`config.mk`:
```
export PLATFORM = sky130hd
export DESIGN_NAME = uart_pwr_ctrl
export DESIGN_NICKNAME = d
export VERILOG_FILES = /design/src/rtl/uart_pwr_pkg.sv /design/src/rtl/uart_pwr_wake_det.sv /design/src/rtl/uart_pwr_chan.sv /design/src/rtl/uart_pwr_busgate.sv /design/src/rtl/uart_pwr_ctrl.sv
export SDC_FILE = /design/constraint.sdc
export NUM_CORES = 1
export LEC_CHECK = 0
export ABC_AREA = 1
export BUFFER_PORTS_ARGS = -buffer_cell sky130_fd_sc_hd__buf_2
export CAP_MARGIN = 20
export CORE_ASPECT_RATIO = 1.1
export CORE_UTILIZATION = 40
export DETAILED_ROUTE_END_ITERATION = 6
export PLACE_DENSITY = 0.73
export SLEW_MARGIN = 20
export SYNTH_ARGS = -nofsm -noshare
export SYNTH_HDL_FRONTEND = slang
export SYNTH_SLANG_ARGS = --single-unit
```
`constraint.sdc`:
```
create_clock -name clk -period 4 [get_ports clk]
set_clock_uncertainty 0.05 [all_clocks]
set_input_delay 0.2 -clock clk [delete_from_list [all_inputs] [get_ports clk]]
set_output_delay 0.2 -clock clk [all_outputs]
set_load 0.005 [all_outputs]
```
`src/rtl/uart_pwr_pkg.sv`:
```
package uart_pwr_pkg;

    typedef enum logic [1:0] {
        PWR_RUN   = 2'b00,
        PWR_SLEEP = 2'b01,
        PWR_ISO   = 2'b10
    } pwr_state_e;

    localparam int WAKE_SRC_W = 5;

endpackage

```
`src/rtl/uart_pwr_wake_det.sv`:
```
module uart_pwr_wake_det #(
    parameter int WIDTH  = 5,
    parameter int STAGES = 2
) (
    input  logic             clk,
    input  logic             rst_n,
    input  logic [WIDTH-1:0] async_in,
    output logic             wake
);

    typedef struct packed {
        logic [STAGES-1:0][WIDTH-1:0] stg;
        logic [WIDTH-1:0]             prev;
    } det_regs_t;

    det_regs_t r_d, r_q;

    always_comb begin
        r_d        = r_q;
        r_d.stg[0] = async_in;
        for (int i = 1; i < STAGES; i++) begin
            r_d.stg[i] = r_q.stg[i-1];
        end
        r_d.prev   = r_q.stg[STAGES-1];
    end

    always_ff @(posedge clk) begin
        if (!rst_n) begin
            r_q <= '1;
        end else begin
            r_q <= r_d;
        end
    end

    // any bit differing from its previous synchronized value is an edge
    assign wake = |(r_q.stg[STAGES-1] ^ r_q.prev);

endmodule

```
`src/rtl/uart_pwr_chan.sv`:
```
module uart_pwr_chan
    import uart_pwr_pkg::*;
#(
    parameter int CNT_W = 4
) (
    input  logic             clk,
    input  logic             rst_n,
    input  logic             sleep_req,
    input  logic             tx_empty,
    input  logic             rx_idle,
    input  logic             irq_pend,
    input  logic             wake,
    input  logic             psave_pin,
    input  logic [CNT_W-1:0] restart_cycles,
    output pwr_state_e       state,
    output logic             osc_on,
    output logic             clk_en,
    output logic             bus_iso
);

    typedef struct packed {
        pwr_state_e       st;
        logic [CNT_W-1:0] cnt;
        logic             clk_en;
    } chan_regs_t;

    chan_regs_t r_d, r_q;
    logic       qual_ok;

    always_comb begin
        r_d     = r_q;
        qual_ok = sleep_req && tx_empty && rx_idle && !irq_pend;

        case (r_q.st)
            PWR_RUN: begin
                if (r_q.cnt != '0) begin
                    r_d.cnt = r_q.cnt - 1'b1;
                end
                if (qual_ok && r_q.clk_en) begin
                    r_d.st = PWR_SLEEP;
                end
            end
            PWR_SLEEP: begin
                if (wake || !qual_ok) begin
                    r_d.st  = PWR_RUN;
                    r_d.cnt = restart_cycles;
                end else if (psave_pin) begin
                    r_d.st = PWR_ISO;
                end
            end
            PWR_ISO: begin
                if (wake || !psave_pin) begin
                    r_d.st  = PWR_RUN;
                    r_d.cnt = restart_cycles;
                end
            end
            default: begin
                r_d.st  = PWR_RUN;
                r_d.cnt = '0;
            end
        endcase

        r_d.clk_en = (r_d.st == PWR_RUN) && (r_d.cnt == '0);
    end

    always_ff @(posedge clk) begin
        if (!rst_n) begin
            r_q.st     <= PWR_RUN;
            r_q.cnt    <= '0;
            r_q.clk_en <= 1'b1;
        end else begin
            r_q <= r_d;
        end
    end

    assign state   = r_q.st;
    assign clk_en  = r_q.clk_en;
    assign osc_on  = (r_q.st == PWR_RUN);
    assign bus_iso = (r_q.st == PWR_ISO);

endmodule

```
`src/rtl/uart_pwr_busgate.sv`:
```
module uart_pwr_busgate (
    input  logic cs,
    input  logic rd,
    input  logic wr,
    input  logic iso,
    output logic core_rd,
    output logic core_wr
);

    logic pass;

    always_comb begin
        pass    = cs && !iso;
        core_rd = pass && rd;
        core_wr = pass && wr;
    end

endmodule

```
`src/rtl/uart_pwr_ctrl.sv`:
```
module uart_pwr_ctrl
    import uart_pwr_pkg::*;
#(
    parameter int NCH         = 2,
    parameter int CNT_W       = 4,
    parameter int SYNC_STAGES = 2
) (
    input  logic             clk,
    input  logic             rst_n,
    input  logic             psave_pin,
    input  logic [CNT_W-1:0] restart_cycles,
    input  logic [NCH-1:0]   sleep_en,
    input  logic [NCH-1:0]   tx_empty,
    input  logic [NCH-1:0]   rx_idle,
    input  logic [NCH-1:0]   irq_pend,
    input  logic [NCH-1:0]   rx_line,
    input  logic [NCH-1:0]   cts_n,
    input  logic [NCH-1:0]   dsr_n,
    input  logic [NCH-1:0]   cd_n,
    input  logic [NCH-1:0]   ri_n,
    input  logic [NCH-1:0]   host_cs,
    input  logic             host_rd,
    input  logic             host_wr,
    output logic [NCH-1:0]   core_rd,
    output logic [NCH-1:0]   core_wr,
    output logic [NCH-1:0]   osc_on,
    output logic [NCH-1:0]   clk_en,
    output logic [NCH-1:0]   bus_iso,
    output logic [2*NCH-1:0] pwr_state
);

    localparam int STW = $bits(pwr_state_e);

    for (genvar g = 0; g < NCH; g++) begin : g_ch
        logic [WAKE_SRC_W-1:0] lines;
        logic                  wake;
        pwr_state_e            st;

        assign lines = {rx_line[g], cts_n[g], dsr_n[g], cd_n[g], ri_n[g]};

        uart_pwr_wake_det #(
            .WIDTH  (WAKE_SRC_W),
            .STAGES (SYNC_STAGES)
        ) u_wake (
            .clk      (clk),
            .rst_n    (rst_n),
            .async_in (lines),
            .wake     (wake)
        );

        uart_pwr_chan #(
            .CNT_W (CNT_W)
        ) u_chan (
            .clk            (clk),
            .rst_n          (rst_n),
            .sleep_req      (sleep_en[g]),
            .tx_empty       (tx_empty[g]),
            .rx_idle        (rx_idle[g]),
            .irq_pend       (irq_pend[g]),
            .wake           (wake),
            .psave_pin      (psave_pin),
            .restart_cycles (restart_cycles),
            .state          (st),
            .osc_on         (osc_on[g]),
            .clk_en         (clk_en[g]),
            .bus_iso        (bus_iso[g])
        );

        uart_pwr_busgate u_gate (
            .cs      (host_cs[g]),
            .rd      (host_rd),
            .wr      (host_wr),
            .iso     (bus_iso[g]),
            .core_rd (core_rd[g]),
            .core_wr (core_wr[g])
        );

        assign pwr_state[STW*g +: STW] = st;
    end

endmodule

```
==> results.txt <==
Worst-Margin Slew: 0.6177 ns
All-Layer GR Usage: 15.60%
Cell variety after synth: 31
Setup Fix Bufs, Post-CTS: 0
Skew-Pair Late Insertion Delay: 0.29 ns
TritonCTS clock tree: built
Worst reg2reg path startpoint: g_ch[0].u_chan.r_q[1]$_SDFF_PN0_
Initial DRC Count: 88
Share of cells above drive strength 1: 28.02%
Final nets: 369
Clock period minus worst slack: 1.592 ns
Status: finished clean
Final setup viols: 0
IR drop worst, VDD: 0.2345 mV
H-tree Lvls: 2
Initial Util: 41.64%
Area delta synth->final: 11.84%
Post-DRT Antenna Nets: 0
Worst hold path type: in -> reg
Data required, critical path: 4.19 ns
Routed vias/inst: 4.601
Crit path DAT: 1.78 ns
Die span in y: 80.85 um
P_leak: 0.001336 uW
Setup TNS: 0 ns
Port bufs: 42
First drt pass iteration count: 4
CP Capture Type: register
Clock transition at path regs: 0.08 ns
Min Hold Slack: 0.03384 ns
Multi-input gate area: 1070 sq um
Final worst path period share: 39.80%
Register area: 880.8 sq um
Drt total wl: 4.136 mm
Setup crit start: g_ch[0].u_chan.r_q[1]$_SDFF_PN0_
Hold_sp: cts_n[1]
Sequential share of the synthesized area: 38.96%
Seq cells post-synth: 44
Antenna Cells: 0
Fillers: 538
Initial antenna violation count: 0
Cells after synthesis: 308
Clock buffer count from CTS: 5
Average cell area after synthesis: 7.341 sq um
Synth warn: 0
Num rows: 28
Final Hold Vio Count: 0
IO Count: 43
First-pass GRT wire length: 7.107 mm
Final Slew Violations: 0
Area of the core: 5430 sq um
Clk root buf: clkbuf_8
Unrepaired setup endpoints after global routing: false
Clk sinks: 44
Die W: 73.68 um
Drt wl/cell: 9.990 um
Crit path kind: reg -> reg
Post-Synthesis Net Count: 339
Max Fclk: 0.6281 GHz
Overflow left after global routing: 0
Die Area: 5957 sq um
Post-DP HPWL: 3.229 mm
Max Buffers Root-to-Sink: 2
Largest net degree at the start of global routing: 29
Vias in the first global route: 1,739
Setup crit start kind: register
DR DRC count: 0
Routability cong.: 0.8347
Via count: 1,905
Relative slew slack: 58.78%
Post-CTS Resized: 0
Pwr dens: 498.2 nW/um^2
Max_cap viols: 0
Area of the mapped netlist: 2261 sq um
Hold-fix buffers at CTS: 0
CP max FO: 5
[cell usage after synthesis, drive strengths merged]
cell / count / area (sq um)
ha: 2 / 25.02
xnor2: 1 / 8.760
or2: 24 / 150.1
nand2: 72 / 285.3
inv: 48 / 180.2
nor3b: 1 / 12.51
buf: 15 / 110.1
o211ai: 2 / 15.01
dfxtp: 44 / 880.8
clkbuf: 4 / 15.01
a21oi: 3 / 15.01
nand4: 11 / 83.83
nor3: 5 / 25.02
xor2: 4 / 35.03
nor2: 23 / 127.6
o21ai: 4 / 20.01
o21a: 1 / 7.510
clkinv: 1 / 5.000
nand3: 42 / 250.2
o311ai: 1 / 8.760
[final cells by class]
type,count,area share [%]
sequential,44,34.83
clock buffer,6,2.870
tap,75,3.711
inverter,49,7.323
clock inverter,2,0.6432
multi-input combinational,196,42.31
timing repair buffer,42,8.313
[logic make-up after synthesis]
group                      share of synthesized area (%)
AOI/OAI and AO/OA                                  2.932
xor gates and xnor gates                           1.937
adders and majority gates                          1.107
buffers and inverters                              13.72
DFF                                                38.96
and+or+nand+nor                                    41.34
[sequential cells by signal, indices dropped and copies added, names as in the netlist]
register,cells
g_ch.u_chan.state,4
g_ch.u_chan.clk_en,2
g_ch.u_chan.r_q,8
g_ch.u_wake.r_d,20
g_ch.u_wake.r_q,10
[critical path: stages (launching register included)]
cell,delay (ns)
dfxtp_1,0.31
inv_1,0.12
ha_1,0.18
inv_1,0.05
nor3_1,0.19
inv_1,0.12
o211ai_1,0.17
nand3_1,0.13
nor2_2,0.11
nand3_1,0.06
nand2_1,0.06
[metal layers]
metal	part of all wire, %	wire, um	vias to the layer above	track usage [%]
met4	1.6	65	0	6.731
met5	0	0	-	0
met3	5.7	236	9	4.591
met2	46	1917	52	26.15
li1	-	-	1015	-
met1	46	1916	829	18.40
[where the power goes]
| group | internal (uW) | switching [uW] | total [uW] |
|---|---|---|---|
| combinational | 186 | 274 | 460 |
| sequential | 496 | 36.5 | 533 |
| clock | 124 | 143 | 267 |
[per-stage QoR]
step	total power, uW	util (%)	setup slack (ns)	area (sq um)	std cells
2_1_floorplan	921.1	-	2.558	2261	308
6_report	1260	46.57	2.408	2529	414
4_1_cts	1281	46.57	2.396	2529	414
3_5_place_dp	1008	44.93	2.425	2440	406
5_1_grt	1385	46.57	2.163	2529	414
3_3_place_gp	999.6	44.93	2.454	2440	406
[worst paths after layout]
| check | cells after the start | slack [ns] | end |
|---|---|---|---|
| hold / removal | 2 | 0.03 | g_ch[1].u_wake.r_d[13]$_SDFF_PN1_ |
| setup reg to reg | 10 | 2.41 | g_ch[0].u_chan.clk_en$_SDFF_PN1_ |
| setup / recovery | 10 | 2.41 | g_ch[0].u_chan.clk_en$_SDFF_PN1_ |
| hold reg to reg | 1 | 0.37 | g_ch[0].u_wake.r_d[0]$_SDFF_PN1_ |
[cells in the final DEF, fill, tap and decap left out, types with 3 or more instances in the layout]
cell type,instances
a21oi_1,3
buf_2,42
clkbuf_8,5
dfxtp_1,44
inv_1,45
inv_2,3
nand2_1,68
nand2_2,3
nand3_1,37
nand3_2,3
nand4_1,10
nor2_1,16
nor2_2,4
nor3_1,5
o21ai_0,3
or2_2,24
xor2_1,4
(Power assumes the default switching activity.)
